==> src/rtl/rob_pkg.sv <==
package rob_pkg;
  typedef enum logic {
    RB_RUN  = 1'b0,
    RB_WALK = 1'b1
  } rob_mode_e;
endpackage

==> src/rtl/rob_entry_store.sv <==
module rob_entry_store #(
  parameter int DEPTH = 16,
  parameter int PC_W  = 32,
  parameter int SEQ_W = 16,
  localparam int IDX_W = $clog2(DEPTH)
) (
  input  logic                          clk,
  input  logic                          rst_n,
  input  logic                          wr_en,
  input  logic [IDX_W-1:0]              wr_idx,
  input  logic [SEQ_W-1:0]              wr_seq,
  input  logic [PC_W-1:0]               wr_pc,
  input  logic [PC_W-1:0]               wr_npc,
  input  logic                          cm_en,
  input  logic [IDX_W-1:0]              cm_idx,
  input  logic [DEPTH-1:0]              kill_mask,
  input  logic [IDX_W-1:0]              hd_idx,
  input  logic [IDX_W-1:0]              tl_idx,
  output logic [SEQ_W-1:0]              hd_seq,
  output logic [PC_W-1:0]               hd_pc,
  output logic [PC_W-1:0]               hd_npc,
  output logic                          hd_cmpl,
  output logic                          hd_killed,
  output logic [SEQ_W-1:0]              tl_seq,
  output logic [PC_W-1:0]               tl_pc,
  output logic [DEPTH-1:0][SEQ_W-1:0]   seq_all
);
  logic [DEPTH-1:0][PC_W-1:0] pc_r;
  logic [DEPTH-1:0][PC_W-1:0] npc_r;
  logic [DEPTH-1:0]           cmpl_r;
  logic [DEPTH-1:0]           kill_r;

  for (genvar s = 0; s < DEPTH; s++) begin : g_slot
    logic hit_wr;
    logic hit_cm;
    assign hit_wr = wr_en && (wr_idx == IDX_W'(s));
    assign hit_cm = cm_en && (cm_idx == IDX_W'(s));

    always_ff @(posedge clk) begin
      if (!rst_n) begin
        seq_all[s] <= '0;
        pc_r[s]    <= '0;
        npc_r[s]   <= '0;
        cmpl_r[s]  <= 1'b0;
        kill_r[s]  <= 1'b0;
      end else if (hit_wr) begin
        seq_all[s] <= wr_seq;
        pc_r[s]    <= wr_pc;
        npc_r[s]   <= wr_npc;
        cmpl_r[s]  <= 1'b0;
        kill_r[s]  <= 1'b0;
      end else begin
        if (hit_cm)       cmpl_r[s] <= 1'b1;
        if (kill_mask[s]) kill_r[s] <= 1'b1;
      end
    end
  end

  assign hd_seq    = seq_all[hd_idx];
  assign hd_pc     = pc_r[hd_idx];
  assign hd_npc    = npc_r[hd_idx];
  assign hd_cmpl   = cmpl_r[hd_idx];
  assign hd_killed = kill_r[hd_idx];
  assign tl_seq    = seq_all[tl_idx];
  assign tl_pc     = pc_r[tl_idx];
endmodule

==> src/rtl/rob_walk_window.sv <==
module rob_walk_window #(
  parameter int DEPTH    = 16,
  parameter int SQ_WIDTH = 4,
  parameter int SEQ_W    = 16,
  localparam int IDX_W   = $clog2(DEPTH),
  localparam int CNT_W   = $clog2(DEPTH + 1)
) (
  input  logic [IDX_W-1:0]            walk_ptr,
  input  logic [CNT_W-1:0]            walk_left,
  input  logic [SEQ_W-1:0]            key,
  input  logic [DEPTH-1:0][SEQ_W-1:0] seq_all,
  output logic [DEPTH-1:0]            kill_mask,
  output logic [CNT_W-1:0]            kill_cnt,
  output logic                        walk_stop
);
  logic [SQ_WIDTH-1:0]            run;
  logic [SQ_WIDTH-1:0][IDX_W-1:0] win_idx;

  for (genvar k = 0; k < SQ_WIDTH; k++) begin : g_win
    localparam logic [CNT_W-1:0] KPOS = CNT_W'(k);
    logic [SEQ_W-1:0] diff;
    logic             younger;
    logic             in_range;
    assign win_idx[k] = walk_ptr - IDX_W'(k);
    assign diff       = seq_all[win_idx[k]] - key;
    assign younger    = !diff[SEQ_W-1] && (diff != '0);
    assign in_range   = KPOS < walk_left;
    if (k == 0) begin : g_first
      assign run[k] = in_range && younger;
    end else begin : g_next
      assign run[k] = run[k-1] && in_range && younger;
    end
  end

  always_comb begin
    kill_mask = '0;
    kill_cnt  = '0;
    for (int k = 0; k < SQ_WIDTH; k++) begin
      if (run[k]) begin
        kill_mask[win_idx[k]] = 1'b1;
        kill_cnt = kill_cnt + 1'b1;
      end
    end
  end

  assign walk_stop = (kill_cnt < CNT_W'(SQ_WIDTH)) || (kill_cnt == walk_left);
endmodule

==> src/rtl/rob_incr_squash.sv <==
module rob_incr_squash #(
  parameter int DEPTH    = 16,
  parameter int SQ_WIDTH = 4,
  parameter int PC_W     = 32,
  parameter int SEQ_W    = 16,
  localparam int IDX_W   = $clog2(DEPTH),
  localparam int CNT_W   = $clog2(DEPTH + 1)
) (
  input  logic             clk,
  input  logic             rst_n,
  input  logic             in_valid,
  output logic             in_ready,
  input  logic [SEQ_W-1:0] in_seq,
  input  logic [PC_W-1:0]  in_pc,
  input  logic [PC_W-1:0]  in_npc,
  output logic [IDX_W-1:0] in_slot,
  output logic             in_overrun,
  input  logic             done_valid,
  input  logic [IDX_W-1:0] done_slot,
  output logic             hd_ready,
  input  logic             hd_retire,
  output logic [SEQ_W-1:0] hd_seq,
  output logic [PC_W-1:0]  hd_pc,
  output logic [PC_W-1:0]  hd_npc,
  output logic [SEQ_W-1:0] tl_seq,
  output logic [PC_W-1:0]  tl_pc,
  output logic             full,
  output logic             empty,
  output logic [CNT_W-1:0] free_cnt,
  input  logic             flush_req,
  input  logic [SEQ_W-1:0] flush_seq,
  output logic             flush_idle
);
  import rob_pkg::*;

  localparam logic [CNT_W-1:0] CAP     = CNT_W'(DEPTH);
  localparam logic [CNT_W-1:0] STEP_C  = CNT_W'(SQ_WIDTH);
  localparam logic [IDX_W-1:0] STEP_I  = IDX_W'(SQ_WIDTH);

  rob_mode_e        mode_q;
  logic [IDX_W-1:0] head_q, tail_q, walk_ptr_q;
  logic [CNT_W-1:0] occ_q, walk_left_q;
  logic [SEQ_W-1:0] key_q;

  logic             walking, ins_fire, ret_fire, flush_take;
  logic [IDX_W-1:0] tail_step;
  logic [CNT_W-1:0] occ_step;
  logic             hd_cmpl, hd_killed;
  logic [DEPTH-1:0]            kill_mask, kill_gate;
  logic [CNT_W-1:0]            kill_cnt;
  logic                        walk_stop;
  logic [DEPTH-1:0][SEQ_W-1:0] seq_all;

  assign walking    = (mode_q == RB_WALK);
  assign full       = (occ_q == CAP);
  assign empty      = (occ_q == '0);
  assign free_cnt   = CAP - occ_q;
  assign in_ready   = !full && !walking;
  assign in_overrun = in_valid && full;
  assign in_slot    = tail_q;
  assign flush_idle = !walking;
  assign hd_ready   = !empty && hd_cmpl && !walking;

  assign ins_fire   = in_valid && in_ready;
  assign ret_fire   = hd_retire && hd_ready;
  assign flush_take = flush_req && !walking;
  assign tail_step  = tail_q + IDX_W'(ins_fire);
  assign occ_step   = occ_q + CNT_W'(ins_fire) - CNT_W'(ret_fire);
  assign kill_gate  = walking ? kill_mask : '0;

  rob_entry_store #(
    .DEPTH(DEPTH), .PC_W(PC_W), .SEQ_W(SEQ_W)
  ) u_store (
    .clk       (clk),
    .rst_n     (rst_n),
    .wr_en     (ins_fire),
    .wr_idx    (tail_q),
    .wr_seq    (in_seq),
    .wr_pc     (in_pc),
    .wr_npc    (in_npc),
    .cm_en     (done_valid),
    .cm_idx    (done_slot),
    .kill_mask (kill_gate),
    .hd_idx    (head_q),
    .tl_idx    (tail_q - 1'b1),
    .hd_seq    (hd_seq),
    .hd_pc     (hd_pc),
    .hd_npc    (hd_npc),
    .hd_cmpl   (hd_cmpl),
    .hd_killed (hd_killed),
    .tl_seq    (tl_seq),
    .tl_pc     (tl_pc),
    .seq_all   (seq_all)
  );

  rob_walk_window #(
    .DEPTH(DEPTH), .SQ_WIDTH(SQ_WIDTH), .SEQ_W(SEQ_W)
  ) u_walk (
    .walk_ptr  (walk_ptr_q),
    .walk_left (walk_left_q),
    .key       (key_q),
    .seq_all   (seq_all),
    .kill_mask (kill_mask),
    .kill_cnt  (kill_cnt),
    .walk_stop (walk_stop)
  );

  always_ff @(posedge clk) begin
    if (!rst_n) begin
      mode_q      <= RB_RUN;
      head_q      <= '0;
      tail_q      <= '0;
      occ_q       <= '0;
      walk_ptr_q  <= '0;
      walk_left_q <= '0;
      key_q       <= '0;
    end else if (!walking) begin
      head_q <= head_q + IDX_W'(ret_fire);
      tail_q <= tail_step;
      occ_q  <= occ_step;
      if (flush_take) begin
        mode_q      <= RB_WALK;
        walk_ptr_q  <= tail_step - 1'b1;
        walk_left_q <= occ_step;
        key_q       <= flush_seq;
      end
    end else if (walk_stop) begin
      mode_q <= RB_RUN;
      tail_q <= walk_ptr_q - IDX_W'(kill_cnt) + 1'b1;
      occ_q  <= walk_left_q - kill_cnt;
    end else begin
      walk_ptr_q  <= walk_ptr_q - STEP_I;
      walk_left_q <= walk_left_q - STEP_C;
    end
  end
endmodule

==> config.mk <==
export PLATFORM = sky130hd
export DESIGN_NAME = rob_incr_squash
export DESIGN_NICKNAME = d
export VERILOG_FILES = /design/src/rtl/rob_pkg.sv /design/src/rtl/rob_entry_store.sv /design/src/rtl/rob_walk_window.sv /design/src/rtl/rob_incr_squash.sv
export SDC_FILE = /design/constraint.sdc
export NUM_CORES = 2
export LEC_CHECK = 0
export BUFFER_PORTS_ARGS = -buffer_cell sky130_fd_sc_hd__buf_2
export CAP_MARGIN = 5
export CORE_MARGIN = 2
export CORE_UTILIZATION = 50
export CTS_CLUSTER_DIAMETER = 30
export DETAILED_ROUTE_END_ITERATION = 10
export GPL_ROUTABILITY_DRIVEN = 1
export PLACE_DENSITY = 0.69
export SLEW_MARGIN = 30
export SYNTH_ARGS = -nofsm -noshare
export SYNTH_HDL_FRONTEND = slang
export SYNTH_SLANG_ARGS = --single-unit
==> constraint.sdc <==
create_clock -name clk -period 8.8 [get_ports clk]
set_clock_uncertainty 0.05 [all_clocks]
set_input_delay 1.76 -clock clk [delete_from_list [all_inputs] [get_ports clk]]
set_output_delay 1.76 -clock clk [all_outputs]
set_load 0.01 [all_outputs]
* After elaboration in Yosys (flattened, before gate mapping)
Cells that the tools add are included.
** Storage, ports and cells
- Register bits after elaboration :: 1335
- Bits in latches :: 0
- Memory bits (writable) :: 0
- ROM bits :: 0
- Input port bits :: 106
- Output and inout port bits :: 143
- Word-level logic and storage cells :: 261
- Memories :: 0
** Operators by class
- $add $sub $neg :: 22
- Multiply operators :: 0
- Div/mod/pow operators :: 0
- Magnitude comparators :: 11
- Equal/unequal tests :: 34
- Shift-type cells :: 0
- Mux-type cells :: 37
- Bitwise gates (word level) :: 2
- Reduce and logical (&&, ||, !) cells :: 84
** Operator list (count)
- $bmux W16 S4 :: 6
- $bmux W32 S4 :: 3
- $mux W16 :: 6
- $mux W32 :: 3
- $eq A4 B4 Y1 const B :: 16
- $reduce_bool A16 Y1 :: 4
- $sub A16 B16 Y16 :: 4
- $logic_and A1 B1 Y1 :: 50
- $mux W5 :: 8
- $eq A4 B3 Y1 const B :: 8
- $reduce_or A2 Y1 :: 16
- $lt A4 B5 Y1 const B :: 6
- $mux W4 :: 5
- $eq A4 B2 Y1 const B :: 4
- $sub A4 B1 Y4 const B :: 3
- $add A5 B1 Y5 const B :: 2
- $lt A1 B5 Y1 const A :: 2
- $lt A2 B5 Y1 const A :: 2
- $add A4 B1 Y4 :: 2
- $eq A4 B1 Y1 const B :: 2
- $logic_not A4 Y1 :: 2
- $sub A4 B2 Y4 const B :: 2
- $logic_not A1 Y1 :: 7
- $add A5 B1 Y5 :: 1
- other kinds (20) :: 26

* Depth between registers and ports, before layout
- Word-level depth :: 17
- Mapped depth :: 39
- Gate-level depth less buffers :: 33

* Modules after synthesis
A second synthesis with hierarchy kept.
** Second synthesis, totals
- Cells, all modules :: 8647
- Area, all modules :: 82367.7 sq um
** By module, submodules not included
- rob_entry_store :: instances 1, cells each 7226, area an instance 67907.6 sq um, seq. area each 26265.2 sq um
- rob_walk_window :: instances 1, cells each 1123, area an instance 11990.2 sq um, seq. area each 0.0 sq um
- rob_incr_squash :: instances 1, cells each 298, area an instance 2469.9 sq um, seq. area each 780.7 sq um

* Worst setup path after synthesis
OpenSTA, ideal clock, no wires.
- Path kind :: register to register
- Start :: reg walk_ptr_q[1]
- End :: reg tail_q[3] (netlist: in_slot[3])
- Setup time :: 0.132 ns
- Arrival :: 8.834 ns
- Data required time :: 8.618 ns
- Path slack :: -0.216 ns
- Cell stages (with the launch flop) :: 36
- Buffers on the path :: 7
- Clock period less this slack :: 9.016 ns
- Path through :: dfxtp_1 -> clkbuf_1 -> clkbuf_1 -> inv_1 -> clkbuf_1 -> ha_1 -> clkbuf_1 -> buf_1 -> buf_1 -> buf_1 -> mux4_2 -> mux4_1 -> ha_1 -> nor2b_1 -> o21a_1 -> a2111oi_0 -> o22ai_1 -> a2111oi_0 -> o2111ai_1 -> o31ai_2 -> or2_2 -> ha_1 -> xor2_1 -> ha_1 -> nor2_1 -> a21oi_1 -> mux2_2 -> ha_1 -> inv_1 -> ha_1 -> fa_1 -> xnor2_1 -> xnor2_1 -> nand2_1 -> o221ai_1 -> a21oi_1
** On the way
- Longest elaborated chain between the ends :: 17
- Elaborated cells on any way between the ends :: 49
- Classes of those cells :: add/sub (12); order compare (1); eq/ne (2); mux (14); reduce/logical (20)
** Ends and longest elaborated chain
- start: declaration :: line rob_incr_squash.sv:41 : logic [IDX_W-1:0] head_q, tail_q, walk_ptr_q;
- start signal: assignment :: line rob_incr_squash.sv:123 : walk_ptr_q <= tail_step - 1'b1;
- start signal: assignment :: line rob_incr_squash.sv:132 : walk_ptr_q <= walk_ptr_q - STEP_I;
- branches (longest 17 deep; another with $sub A16 B16 Y16)
- end signal: assignment :: line rob_incr_squash.sv:119 : tail_q <= tail_step;
- end signal: assignment :: line rob_incr_squash.sv:129 : tail_q <= walk_ptr_q - IDX_W'(kill_cnt) + 1'b1;
- end: declaration :: line rob_incr_squash.sv:41
Several ways; the timed one is not identified. The select of a mux whose other input is x is not followed.
A chain may end at the register's enable or synchronous reset.

* Worst setup path after layout
- Start :: reg walk_ptr_q[0]
- End :: reg walk_ptr_q[2]
** On the way
- Longest elaborated chain between the ends :: 17
- Elaborated cells on any way between the ends :: 49
- Classes of those cells :: add/sub (11); order compare (1); eq/ne (2); mux (14); reduce/logical (21)
** Ends and longest elaborated chain
- branches (longest 17 deep; another with $sub A16 B16 Y16)
Several ways; the timed one is not identified. The select of a mux whose other input is x is not followed.

==> impl_metrics.yaml <==
timing:
  timing.max_slew.rel_slack: 0.244
  layout_min_cycle_time_ns: 8.20
  grt_setup_unrepaired: "no"
  max_slew_vio_count: 0
  postLayoutSetupSlackWorst_ns: 0.604
  fmax_ghz: 0.122
  worst_slew_pin_slew_ns: 1.13
  setup-tns-final_ns: 0
  post-route-period-util: 0.931
  holdWs_ns: 0.399
  setup_viol: 0
  finalHoldViolCount: 0
logic_synthesis:
  synth_seq_cells: 1335
  yosys.area_share.xor_xnor: 0.00598
  register_area_share_after_synthesis: 0.365
  combinational_family_with_the_most_area_after_synthesis: "multiplexers"
  syn-num-nets: 8110
  synth_area_per_cell_um2: 9.28
  synth-edff-count: 0
  postSynthCellCount: 7898
  synthSimpleGateAreaFrac: 0.157
  synth.mux.area_fraction: 0.291
  ys_types: 83
  yosys_warns: 0
  synth-main-ff-cell: "dfxtp_1"
  async_flop_share: 0
  synth_fa_ha_area_frac: 0.0188
  mappedNetlistArea_mm2: 0.0733
  synth-compound-area-share: 0.116
clock_tree:
  numCtsBuffers: 316
  cts.clk_slew.worst_paths_ns: 0.04
  clock_latency_ns: 0.90
  max-clock-path-buffers: 4
  cts_hold_buffers: 0
  tritoncts: "built"
  tritoncts_num_sinks: 1335
  post_cts.repair.setup_buffers: 0
  ctsRootBufferMaster: "clkbuf_16"
  cts_resized: 0
  cts_h_tree_depth: 5
finish:
  final_layout_size_suffix_gt1_frac: 0.236
  final_core_occ: 0.593
  areaGrowthSynthToFinish_pct: 17.8
  number_of_fillers_in_the_final_layout: 11742
  commonest_non_fill_non_tap_cell_in_the_layout: "nand2_1"
  final_cell_mix: "nand2_1, a21oi_1, dfxtp_1"
  multi_input_area_mm2: 0.0435
  finish.net_count: 7975
  layout.area.seq_mm2: 0.0268
floorplanning:
  design.die.area_mm2: 0.150
  die-height_um: 387
  floorplan.initialDensity: 0.503
  core_mm2: 0.146
  pin_count: 249
  cell_row_count: 140
  floorplan.die.width_um: 387
worst_setup_path:
  regToRegSetupSlack_ns: 0.60
  cp-end-kind: "flop"
  worst-path-buf-inv: 4
  critPathSlowestCell: "mux4_2"
  crit_family: "compound AO/OA/AOI/OAI gates"
  critical_path.most_common_cell: "ha_1"
  critPathMaxFanout: 135
  critPathArrivalTime_ns: 8.93
  timing.critical_path.required_ns: 9.53
  startpoint_type: "flop"
  timing_worst_setup_path_type: "flop to flop"
  timing.critical_path.slowest_cell_delay_ns: 0.60
power_and_ir_drop:
  power_density_mw_per_mm2: 269
  total_switching_power_uw: 6890
  power.share.clock: 0.511
  internal_power_uw: 16300
  power.share.sequential: 0.279
  power_frac_comb: 0.210
  power.leakage_uw: 0.0287
  ir_drop_mv: 0.319
  power_switching_share: 0.297
place:
  gp_congestion: 0.962
  number_of_port_buffers: 248
  dp_hpwl_um: 151000
  detailedPlace.worstSlack_ns: 0.848
drt:
  route.detailed.drc: 0
  drt-pass1-iter-count: 8
  detail_route.wirelength_um: 277000
  wl_per_cell_um: 27.9
  drt_iter0_markers: 9643
  vias: 66531
  drt-vias-per-instance: 6.70
  ant_nets: 0
grt:
  met3_usage: 0.118
  grt_pass1_vias: 64674
  global_route.usage.total: 0.360
  globalRoute.busiestLayer: "met2"
  wire_length_of_the_first_global_routing_pass_um: 410000
  gr-usage-met2: 0.542
  global_route.overflow_total: 0
  antenna_found_initial: 39
  grt_start_max_net_pins: 246
  grt_util_met1: 0.446
flow_run:
  drv.max_cap_violation_count: 0
run_status:
  status: "completed"
hold_path:
  worstHoldPathType: "flop to flop"
metrics by stage:
| stage | power, µW | cells | cell area, µm² |
|---|---|---|---|
| CTS | 23100 | 9906 | 86200 |
| floorplan | 9780 | 7898 | 73300 |
| finish | 23200 | 9933 | 86300 |
| global placement | 11200 | 9353 | 75300 |
| detailed placement | 11300 | 9358 | 75400 |
| global route | 23800 | 9925 | 86300 |
worst register-to-register path, delay by kind of cell (launching register included):
kind | cells | cell delay [ns]
muxes | 2 | 1.37
adders and majority gates | 5 | 1.28
DFF | 1 | 0.38
AOI/OAI and AO/OA | 9 | 2.76
and+or+nand+nor | 7 | 0.98
xor gates and xnor gates | 1 | 0.19
buffers and inverters | 4 | 1.06
routing by layer:
metal | vias up | wire (µm)
met5 | - | 322
met4 | 36 | 18400
met3 | 1201 | 37500
met2 | 5130 | 124000
met1 | 32336 | 97000
li1 | 27828 | -
layout make-up:
class / count / area share
multi-input cells: 5672 / 0.504
inverters: 74 / 0.00330
clock buffers: 405 / 0.103
repair buffers: 364 / 0.0295
diodes: 23 / 0.000667
flip-flops and latches: 1335 / 0.310
well taps: 1917 / 0.0278
clock inverters: 143 / 0.0220
cell families (layout without fill, tap and decap cells):
logic type,after synthesis,after routing
compound gates,1597,1597
xor+xnor,47,47
fa+ha+maj,106,106
buf+inv,891,986
flops,1335,1335
mux,974,974
other cells,1,24
simple gates,2947,2947
registers in the layout, indices dropped and copies added (netlist names):
register / cells
head_q: 4
in_slot: 4
key_q: 16
mode_q: 1
occ_q: 5
u_store.cmpl_r: 16
u_store.npc_r: 512
u_store.pc_r: 512
u_store.seq_all: 256
walk_left_q: 5
walk_ptr_q: 4
power by group through the flow:
stage	combinational, µW	sequential (µW)	clock, µW
after detailed placement	4760	6570	0
after global placement	4680	6560	0
after floorplan	3310	6460	0
after global routing	5110	6490	12200
final	4870	6470	11800
after CTS	4780	6460	11900
Yosys cell counts (all sizes together), types with 10 or more instances:
library cell | count | area (µm²)
nand2 | 2682 | 10100
a21oi | 1375 | 6890
dfxtp | 1335 | 26700
mux4 | 922 | 20800
clkbuf | 728 | 2730
ha | 99 | 1240
nor2 | 91 | 342
buf | 89 | 367
inv | 72 | 270
o21ai | 48 | 240
nor3 | 42 | 210
mux2i | 33 | 330
xnor2 | 31 | 279
a31oi | 23 | 144
nand3 | 22 | 110
a211oi | 21 | 158
a21o | 20 | 150
mux2 | 19 | 214
o211ai | 18 | 135
nand2b | 16 | 100
o21a | 16 | 128
xor2 | 16 | 159
nor2b | 14 | 87.6
and2 | 11 | 68.8
and3 | 11 | 68.8
o2111ai | 10 | 87.6
worst paths after layout:
| kind | start | depth (start not counted) | endpoint |
|---|---|---|---|
| setup / recovery | walk_ptr_q[0] | 28 | walk_ptr_q[2] |
| hold / removal | u_store.npc_r[251] | 2 | u_store.npc_r[251] |
| setup reg to reg | walk_ptr_q[0] | 28 | walk_ptr_q[2] |
| hold reg to reg | u_store.npc_r[251] | 2 | u_store.npc_r[251] |
(Power assumes the default switching activity.)
